--- src/rtl/erx_pkg.sv ---
package erx_pkg;
  localparam int unsigned EVW      = 16;
  localparam int unsigned BIT_DA   = 15;
  localparam int unsigned BIT_ERLY = 11;
  localparam int unsigned BIT_DONE = 8;

  typedef logic [EVW-1:0] evt_word_t;

  typedef struct packed {
    logic da;
    logic early;
    logic done;
  } evt_set_t;

  // Bits that exist in both the status and the enable word.
  function automatic evt_word_t impl_mask();
    evt_word_t m;
    m = '0;
    m[BIT_DA]   = 1'b1;
    m[BIT_ERLY] = 1'b1;
    m[BIT_DONE] = 1'b1;
    return m;
  endfunction

  // Next status word: host clear first, then hardware sets and retirements.
  function automatic evt_word_t evt_next(input evt_word_t cur, input logic rd,
                                         input evt_set_t s);
    evt_word_t n;
    n = rd ? '0 : cur;
    if (s.da)    n[BIT_DA] = 1'b1;
    if (s.early) begin
      n[BIT_ERLY] = 1'b1;
      n[BIT_DA]   = 1'b0;
    end
    if (s.done) begin
      n[BIT_DONE] = 1'b1;
      n[BIT_ERLY] = 1'b0;
    end
    return n;
  endfunction
endpackage

--- src/rtl/erx_frame_track.sv ---
module erx_frame_track #(
  parameter int unsigned MAX_BYTES   = 1518,
  parameter int unsigned DA_BYTES    = 6,
  parameter int unsigned EARLY_BYTES = 128,
  parameter int unsigned CNT_W       = 11
) (
  input  logic             clk,
  input  logic             rst_n,
  input  logic             sof_i,
  input  logic             eof_i,
  input  logic             byte_vld_i,
  input  logic             da_pass_i,
  output logic [CNT_W-1:0] cnt_o,
  output logic             in_frame_o,
  output erx_pkg::evt_set_t set_o
);
  logic [CNT_W-1:0] cnt_q;
  logic             in_frame_q, da_seen_q, hit_early_q;
  logic             mid_frame, byte_ok;

  function automatic logic [CNT_W-1:0] sat_inc(input logic [CNT_W-1:0] c);
    return (c >= CNT_W'(MAX_BYTES)) ? c : c + 1'b1;
  endfunction

  assign mid_frame = in_frame_q && !sof_i && !eof_i;
  assign byte_ok   = mid_frame && byte_vld_i;

  always_comb begin
    set_o.early = byte_ok && (cnt_q == CNT_W'(EARLY_BYTES - 1));
    set_o.da    = mid_frame && da_pass_i && !da_seen_q && !hit_early_q &&
                  (cnt_q >= CNT_W'(DA_BYTES));
    set_o.done  = in_frame_q && eof_i && !sof_i;
  end

  always_ff @(posedge clk) begin
    if (!rst_n) begin
      cnt_q       <= '0;
      in_frame_q  <= 1'b0;
      da_seen_q   <= 1'b0;
      hit_early_q <= 1'b0;
    end else if (sof_i) begin
      cnt_q       <= '0;
      in_frame_q  <= 1'b1;
      da_seen_q   <= 1'b0;
      hit_early_q <= 1'b0;
    end else begin
      if (byte_ok)     cnt_q       <= sat_inc(cnt_q);
      if (set_o.da)    da_seen_q   <= 1'b1;
      if (set_o.early) hit_early_q <= 1'b1;
      if (set_o.done)  in_frame_q  <= 1'b0;
    end
  end

  assign cnt_o      = cnt_q;
  assign in_frame_o = in_frame_q;

  p_cnt_cap_r8: assert property (@(posedge clk) disable iff (!rst_n)
    cnt_q <= CNT_W'(MAX_BYTES));
  p_no_count_outside_r8: assert property (@(posedge clk) disable iff (!rst_n)
    (!in_frame_q && !sof_i) |=> $stable(cnt_q));
endmodule

--- src/rtl/erx_event_regs.sv ---
module erx_event_regs (
  input  logic                clk,
  input  logic                rst_n,
  input  logic                host_rd_i,
  input  logic                host_wr_i,
  input  erx_pkg::evt_word_t  host_wdata_i,
  input  erx_pkg::evt_set_t   set_i,
  output erx_pkg::evt_word_t  evt_o,
  output erx_pkg::evt_word_t  cfg_o,
  output logic                irq_o
);
  import erx_pkg::*;
  evt_word_t evt_q, cfg_q;

  always_ff @(posedge clk) begin
    if (!rst_n) begin
      evt_q <= '0;
      cfg_q <= '0;
    end else begin
      evt_q <= evt_next(evt_q, host_rd_i, set_i);
      if (host_wr_i) cfg_q <= host_wdata_i & impl_mask();
    end
  end

  assign evt_o = evt_q;
  assign cfg_o = cfg_q;
  assign irq_o = |(evt_q & cfg_q);

  p_rd_clear_r5: assert property (@(posedge clk) disable iff (!rst_n)
    (host_rd_i && !set_i.da && !set_i.early && !set_i.done) |=> (evt_q == '0));
  p_set_wins_r5: assert property (@(posedge clk) disable iff (!rst_n)
    (host_rd_i && set_i.done) |=> evt_q[BIT_DONE]);
  p_early_drops_da_r2: assert property (@(posedge clk) disable iff (!rst_n)
    set_i.early |=> (evt_q[BIT_ERLY] && !evt_q[BIT_DA]));
  p_eof_retire_r4: assert property (@(posedge clk) disable iff (!rst_n)
    set_i.done |=> (evt_q[BIT_DONE] && !evt_q[BIT_ERLY]));
  p_unimpl_zero_r6: assert property (@(posedge clk) disable iff (!rst_n)
    ((cfg_q & ~impl_mask()) == '0) && ((evt_q & ~impl_mask()) == '0));
endmodule

--- src/rtl/erx_read_window.sv ---
module erx_read_window #(
  parameter int unsigned DA_BYTES    = 6,
  parameter int unsigned EARLY_BYTES = 128,
  parameter int unsigned CNT_W       = 11
) (
  input  logic              clk,
  input  logic              rst_n,
  input  logic              sof_i,
  input  erx_pkg::evt_set_t set_i,
  input  logic [CNT_W-1:0]  cnt_i,
  output logic [CNT_W-1:0]  win_o
);
  logic [CNT_W-1:0] win_q;

  always_ff @(posedge clk) begin
    if (!rst_n)            win_q <= '0;
    else if (sof_i)        win_q <= '0;
    else if (set_i.early)  win_q <= CNT_W'(EARLY_BYTES);
    else if (set_i.da)     win_q <= CNT_W'(DA_BYTES);
    else if (set_i.done)   win_q <= cnt_i;
  end

  assign win_o = win_q;

  p_win_on_early_r7: assert property (@(posedge clk) disable iff (!rst_n)
    set_i.early |=> (win_q == CNT_W'(EARLY_BYTES)));
endmodule

--- src/rtl/early_rx_irq.sv ---
module early_rx_irq #(
  parameter int unsigned MAX_BYTES   = 1518,
  parameter int unsigned DA_BYTES    = 6,
  parameter int unsigned EARLY_BYTES = 128,
  localparam int unsigned CNT_W      = $clog2(MAX_BYTES + 1)
) (
  input  logic             clk,
  input  logic             rst_n,
  input  logic             sof_i,
  input  logic             byte_vld_i,
  input  logic             da_pass_i,
  input  logic             eof_i,
  input  logic             host_rd_i,
  input  logic             host_wr_i,
  input  logic [15:0]      host_wdata_i,
  output logic [15:0]      evt_rdata_o,
  output logic [15:0]      cfg_rdata_o,
  output logic             irq_o,
  output logic [CNT_W-1:0] rd_window_o
);
  import erx_pkg::*;

  logic [CNT_W-1:0] byte_cnt;
  logic             in_frame;
  evt_set_t         evt_set;
  evt_word_t        evt_w, cfg_w;

  erx_frame_track #(
    .MAX_BYTES(MAX_BYTES), .DA_BYTES(DA_BYTES),
    .EARLY_BYTES(EARLY_BYTES), .CNT_W(CNT_W)
  ) u_track (
    .clk(clk), .rst_n(rst_n), .sof_i(sof_i), .eof_i(eof_i),
    .byte_vld_i(byte_vld_i), .da_pass_i(da_pass_i),
    .cnt_o(byte_cnt), .in_frame_o(in_frame), .set_o(evt_set)
  );

  erx_event_regs u_regs (
    .clk(clk), .rst_n(rst_n), .host_rd_i(host_rd_i), .host_wr_i(host_wr_i),
    .host_wdata_i(host_wdata_i), .set_i(evt_set),
    .evt_o(evt_w), .cfg_o(cfg_w), .irq_o(irq_o)
  );

  erx_read_window #(
    .DA_BYTES(DA_BYTES), .EARLY_BYTES(EARLY_BYTES), .CNT_W(CNT_W)
  ) u_win (
    .clk(clk), .rst_n(rst_n), .sof_i(sof_i), .set_i(evt_set),
    .cnt_i(byte_cnt), .win_o(rd_window_o)
  );

  assign evt_rdata_o = evt_w;
  assign cfg_rdata_o = cfg_w;

  p_da_after_hdr_r1: assert property (@(posedge clk) disable iff (!rst_n)
    $rose(evt_w[BIT_DA]) |-> (byte_cnt >= CNT_W'(DA_BYTES)));
  p_early_at_len_r3: assert property (@(posedge clk) disable iff (!rst_n)
    $rose(evt_w[BIT_ERLY]) |-> (byte_cnt == CNT_W'(EARLY_BYTES)));
  p_win_bound_r7: assert property (@(posedge clk) disable iff (!rst_n)
    rd_window_o <= byte_cnt);
  p_done_closes_r4: assert property (@(posedge clk) disable iff (!rst_n)
    $rose(evt_w[BIT_DONE]) |-> !in_frame);
endmodule

--- config.mk ---
export PLATFORM = sky130hd
export DESIGN_NAME = early_rx_irq
export DESIGN_NICKNAME = d
export VERILOG_FILES = /design/src/rtl/erx_pkg.sv /design/src/rtl/erx_frame_track.sv /design/src/rtl/erx_event_regs.sv /design/src/rtl/erx_read_window.sv /design/src/rtl/early_rx_irq.sv
export SDC_FILE = /design/constraint.sdc
export NUM_CORES = 1
export LEC_CHECK = 0
export ABC_AREA = 0
export CAP_MARGIN = 20
export CORE_MARGIN = 1
export CORE_UTILIZATION = 61
export DETAILED_ROUTE_END_ITERATION = 16
export DONT_BUFFER_PORTS = 1
export PLACE_DENSITY = 0.86
export SLEW_MARGIN = 20
export SYNTH_ARGS = -nofsm -noshare
export SYNTH_HDL_FRONTEND = slang
export SYNTH_SLANG_ARGS = --single-unit
--- constraint.sdc ---
create_clock -name clk -period 2.1 [get_ports clk]
set_clock_uncertainty 0.1 [all_clocks]
set_input_delay 0.315 -clock clk [delete_from_list [all_inputs] [get_ports clk]]
set_output_delay 0.315 -clock clk [all_outputs]
set_load 0.02 [all_outputs]
**Word level (Yosys, flattened, before mapping)**

Cells that the tools add are included.

- Bits in registers: 31
- Output and inout port bits: 44
- Logic and storage cells: 54

- Add/subtract/negate cells: 1
- Order comparisons: 2
- Equal/unequal tests: 1
- Mux-type cells: 9
- Bitwise operators: 3
- Reductions and logical operators: 27

Operators with widths:

| kind | count |
|---|---|
| two-way mux 8 bit | 3 |
| AND 16 bit | 1 |
| two-way mux 16 bit | 1 |
| OR reduction 16 bit | 1 |
| adder 11 x 1 -> 11 bit (second input constant) | 1 |
| == test 11 x 7 -> 1 bit (second input constant) | 1 |
| greater-or-equal comparator 11 bit (second input constant) | 1 |
| greater-or-equal comparator 11 x 3 -> 1 bit (second input constant) | 1 |
| logical AND 1 bit | 10 |
| nonzero test 2 bit | 5 |
| OR reduction 2 bit | 3 |
| two-way mux 1 bit | 5 |
| zero test 1 bit | 4 |
| OR reduction 4 bit | 1 |
| nonzero test 3 bit | 1 |
| OR reduction 3 bit | 1 |
| inverter 1 bit | 2 |
| AND reduction 2 bit | 1 |

**Logic depth before layout (Yosys ltp)**

- Depth after elaboration: 9
- Mapped depth: 7
- Mapped depth without buffers: 6

**Cells and area by module**

A second synthesis with hierarchy kept.

- Cells, all modules: 176
- Area total of the unflattened synthesis: 1644.1 um2

Modules (own cells, without submodules):

| module | times used | cells an instance | area an instance (um2) | seq. area each (um2) |
|---|---|---|---|---|
| erx_frame_track | 1 | 88 | 773.2 | 280.3 |
| erx_read_window | 1 | 39 | 437.9 | 220.2 |
| erx_event_regs | 1 | 49 | 432.9 | 120.1 |

**Worst setup path before layout**

OpenSTA, ideal clock, no wires.

- Path type: register to register
- Start: register u_track.cnt_q[0] (netlist: u_track.cnt_o[0])
- End: register u_track.cnt_q[5] (netlist: u_track.cnt_o[5])
- Setup time: 0.072 ns
- Arrival: 1.602 ns
- Data required time: 1.928 ns
- Setup slack: 0.327 ns
- Stages on the path, launching flop included: 8
- Period minus slack after synthesis: 1.773 ns
- Cell sequence: dfxtp_1 inv_1 ha_1 o211ai_1 a211oi_2 buf_2 nor4_1 mux2i_1

- Longest elaborated chain between the ends: 3
- Elaborated cells between the ends (all ways): 4
- Classes of those cells: add/sub: 1; order compare: 1; bitwise: 1; reduce/logical: 1

Ends and longest elaborated chain:

| item | RTL line | source |
|---|---|---|
| start: declaration | erx_frame_track.sv:17 | `logic [CNT_W-1:0] cnt_q;` |
| start signal: assignment | erx_frame_track.sv:47 | `if (byte_ok) cnt_q <= sat_inc(cnt_q);` |
| greater-or-equal comparator 11 bit | erx_frame_track.sv:22 | `return (c >= CNT_W'(MAX_BYTES)) ? c : c + 1'b1;` |
| inverter 1 bit (no line) | n/a |  |
| AND reduction 2 bit (no line) | n/a |  |

Parallel ways exist; a longest one is shown, timed or not.
A chain may end at the register's enable or synchronous reset.

**Worst setup path in the final report**

- Start: register u_track.cnt_q[1] (netlist: u_track.cnt_o[1])
- End: register u_track.cnt_q[3] (netlist: u_track.cnt_o[3])

Same word-level chain as after synthesis.

==> run summary <==
### Routing
* **Via Count** 1,308
* **drt first-iter violations** 44
* **vias per std cell** 5.71
* **router iterations before antenna repair** 4
* **detailed-route DRC error count** 0
* **antenna-violating nets left** 0
* **per-cell routed wire length** 13.6 um
* **WL final** 3110 um

### STA
* **Tcrit/Tclk final** 91.0%
* **post-layout worst setup margin** 0.189 ns
* **final sum of negative setup slack** 0 ns
* **final count of negative-setup-slack endpoints** 0
* **RSZ-0062 raised after global routing** false
* **Max Clock Freq** 0.523 GHz
* **count of final max-slew check failures** 0
* **final worst path period need** 1.91 ns
* **count of endpoints failing hold in the final timing report** 0
* **actual transition at the worst max-transition pin** 0.660 ns
* **worst slew margin relative to its limit** 55.8%

### GRT
* **number of antenna violations at the first check in global routing** 0
* **global-route usage over all layers** 23.7%
* **wire length of the first global-routing pass** 4760 um
* **pin count of the biggest net entering global routing** 14
* **overall overflow remaining after global route** 0
* **number of global-route vias before repair** 1,108

### Placement
* **post-placement cell area** 1550 um^2
* **gp weighted congestion** 0.881
* **setup slack after placement** 0.213 ns
* **total half-perimeter wirelength after legalization and detailed placement** 2180 um
* **count of input and output buffers** 0

### Pwr
* **areal power density over the cells** 702 nW/um^2
* **Int Pwr** 0.000891 W
* **Psw** 0.000273 W
* **Static Leakage** 0.587 nW
* **switching share of power** 23.5%
* **Final Power** 0.00116 W
* **clock network fraction of total power** 41.6%
* **register share of total power** 51.7%
* **combinational group share of total power** 6.6%
* **IR Drop Worst-Case VDD** 0.519 mV

### Setup path
* **cell with the largest stage delay on the worst path** sky130_fd_sc_hd__or4_1
* **element type at the critical path start** flop
* **kind of cell with the highest combined delay on the critical path** simple AND/OR/NAND/NOR gates
* **number of buffer and inverter instances along the worst setup path** 1
* **critical path capture point type** flop
* **arrival time of the worst setup path** 2.07 ns
* **Max Fanout on Critical Path** 12
* **Worst Path Class, Setup** flop to flop
* **Max stage delay on crit path** 0.51 ns
* **critical path data required time** 2.26 ns
* **worst path cell trace** ha_1, o211ai_1, a211oi_2, buf_4, or4_1, a21oi_1

### Run status
* **outcome** finished, final reports clean

### Clock tree
* **CTS Root Cell** sky130_fd_sc_hd__clkbuf_4
* **TritonCTS clock tree** built
* **clock latency at the later pin of the worst-skew pair** 0.33 ns
* **Clock transition at path regs** 0.09 ns
* **H-tree levels** 2
* **Bufs on Longest Clock Path** 2
* **number of CTS-inserted buffers** 5
* **post-CTS setup buffer count** 0
* **number of clock sinks** 31

### Synth
* **Post-synth EDFFs** 0
* **number of storage elements in the synthesis netlist** 31
* **Cell variety after synth** 40
* **share of synthesized flip-flops with an asynchronous set or reset** 0%
* **cell types occupying the most area after synthesis** sky130_fd_sc_hd__dfxtp_1 (39%), sky130_fd_sc_hd__buf_4 (12%), sky130_fd_sc_hd__nand2_1 (6.8%)
* **area share of the largest cell type after synthesis** 38.8%
* **ys flop type** sky130_fd_sc_hd__dfxtp_1
* **count of mapped cells out of synthesis** 190
* **Synth warnings** 0
* **sequential fraction of the synthesis area** 38.8%
* **cell area after synthesis** 1600 um^2
* **post-synth top area cell** sky130_fd_sc_hd__dfxtp_1
* **Avg Synthesized Cell Area** 8.41 um^2

### Floorplan
* **Die Width** 53.2 um
* **die outline height** 53.2 um
* **Placeable Area** 2480 um^2
* **die footprint** 2830 um^2
* **starting density of the core** 64.5%
* **I/O pins** 68
* **Std-Cell Rows** 18

### Run
* **reported max-cap violation count** 0

### Worst hold path
* **type of the tightest min-delay check** primary input to flop

### Final layout
* **diodes inserted** 0
* **number of nets in the layout** 224
* **signed area change from the synthesized netlist to the final layout** 3.76%
* **share of cells above drive strength 1** 8.54%
* **Layout Cell Area excl Fill** 1660 um^2

## synth_stat cells (3+ instances only)
library cell and instances:
sky130_fd_sc_hd__a21oi_1 21, sky130_fd_sc_hd__buf_4 26, sky130_fd_sc_hd__clkbuf_1 3, sky130_fd_sc_hd__dfxtp_1 31, sky130_fd_sc_hd__inv_1 7, sky130_fd_sc_hd__mux2i_1 5, sky130_fd_sc_hd__nand2_1 29, sky130_fd_sc_hd__nand2b_1 7
sky130_fd_sc_hd__nand4_1 4, sky130_fd_sc_hd__nor2b_1 4, sky130_fd_sc_hd__nor4_1 3, sky130_fd_sc_hd__o21ai_0 3, sky130_fd_sc_hd__o31ai_1 6, sky130_fd_sc_hd__or3_1 3, sky130_fd_sc_hd__or4_1 7
## registers in the layout (all words and copies together), names as in the netlist
register             cells
u_regs.cfg_o             3
u_regs.evt_o             3
u_track.cnt_o           11
u_track.da_seen_q        1
u_track.hit_early_q      1
u_track.in_frame_o       1
u_win.win_o             11
## cell usage in the layout, fill, tap and decap left out, drive strengths merged, types with 2 or more instances in the layout
cell          n
dfxtp        31
nand2        29
conb         26
a21oi        21
inv           7
nand2b        7
or4           7
o31ai         6
clkbuf        6
mux2i         5
buf           5
nand4         4
nor2b         4
o21ai         3
or3           3
nor4          3
o211ai        2
and2          2
and3          2
a31oi         2
nand3         2
ha            2
dlygate4sd3   2
## stage by stage
stage	util (%)	hold WS [ns]	cells
after CTS	66.5	0.00178	228
after floorplan	-	0.331	215
after global placement	62.6	0.334	219
after global routing	66.9	0.00968	229
final	66.9	0.00782	229
after detailed placement	62.6	0.343	219
## worst register-to-register path, stage by stage, from the launching register on
cell and delay [ns]:
sky130_fd_sc_hd__dfxtp_1 0.39, sky130_fd_sc_hd__ha_1 0.21, sky130_fd_sc_hd__o211ai_1 0.19, sky130_fd_sc_hd__a211oi_2 0.11
sky130_fd_sc_hd__buf_4 0.18, sky130_fd_sc_hd__or4_1 0.51, sky130_fd_sc_hd__a21oi_1 0.15
## worst paths after layout
| path | startpoint | to | slack (ns) | cells after the start |
|---|---|---|---|---|
| max reg2reg | u_track.cnt_o[1] | u_track.cnt_o[3] | 0.19 | 6 |
| max | u_track.cnt_o[1] | u_track.cnt_o[3] | 0.19 | 6 |
| min reg2reg | u_track.hit_early_q | u_track.hit_early_q | 0.37 | 2 |
| min | rst_n | u_track.in_frame_o | 0.008 | 1 |
## metal layers
layer  vias up  track usage [%]  part of all wire [%]
met1       588             27.0                    39
li1        632                -                     -
met5         -                0                     0
met4         0             14.0                   1.5
met2        80             40.1                    50
met3         8             5.17                   8.9
## final cells by class
class	instances	area [um^2]
well taps	30	37.5
clock inverters	2	35.0
repair buffers	7	57.6
flip-flops and latches	31	621
fillers	197	820
multi-input cells	146	830
inverters	7	26.3
clock buffers	6	51.3
## power groups by stage
stage,Sequential [W],Clock (W),Combinational (W)
global placement,0.000616,0,0.0000720
global route,0.000604,0.000519,0.0000843
CTS,0.000603,0.000496,0.0000747
floorplan,0.000615,0,0.000105
detailed placement,0.000616,0,0.0000729
finish,0.000603,0.000484,0.0000774
## cells by family after synthesis
family / synth area share, %
compound gates: 15.0
fa+ha+maj: 1.57
buf+inv: 15.1
flops: 38.8
mux: 3.84
other cells: 0.235
simple gates: 25.4
## what timing repair did
item,4_1_cts,5_1_grt
hold buffers,1,1
gates resized for setup,0,0
hold endpoints to repair,2,1
(Power assumes the default switching activity.)
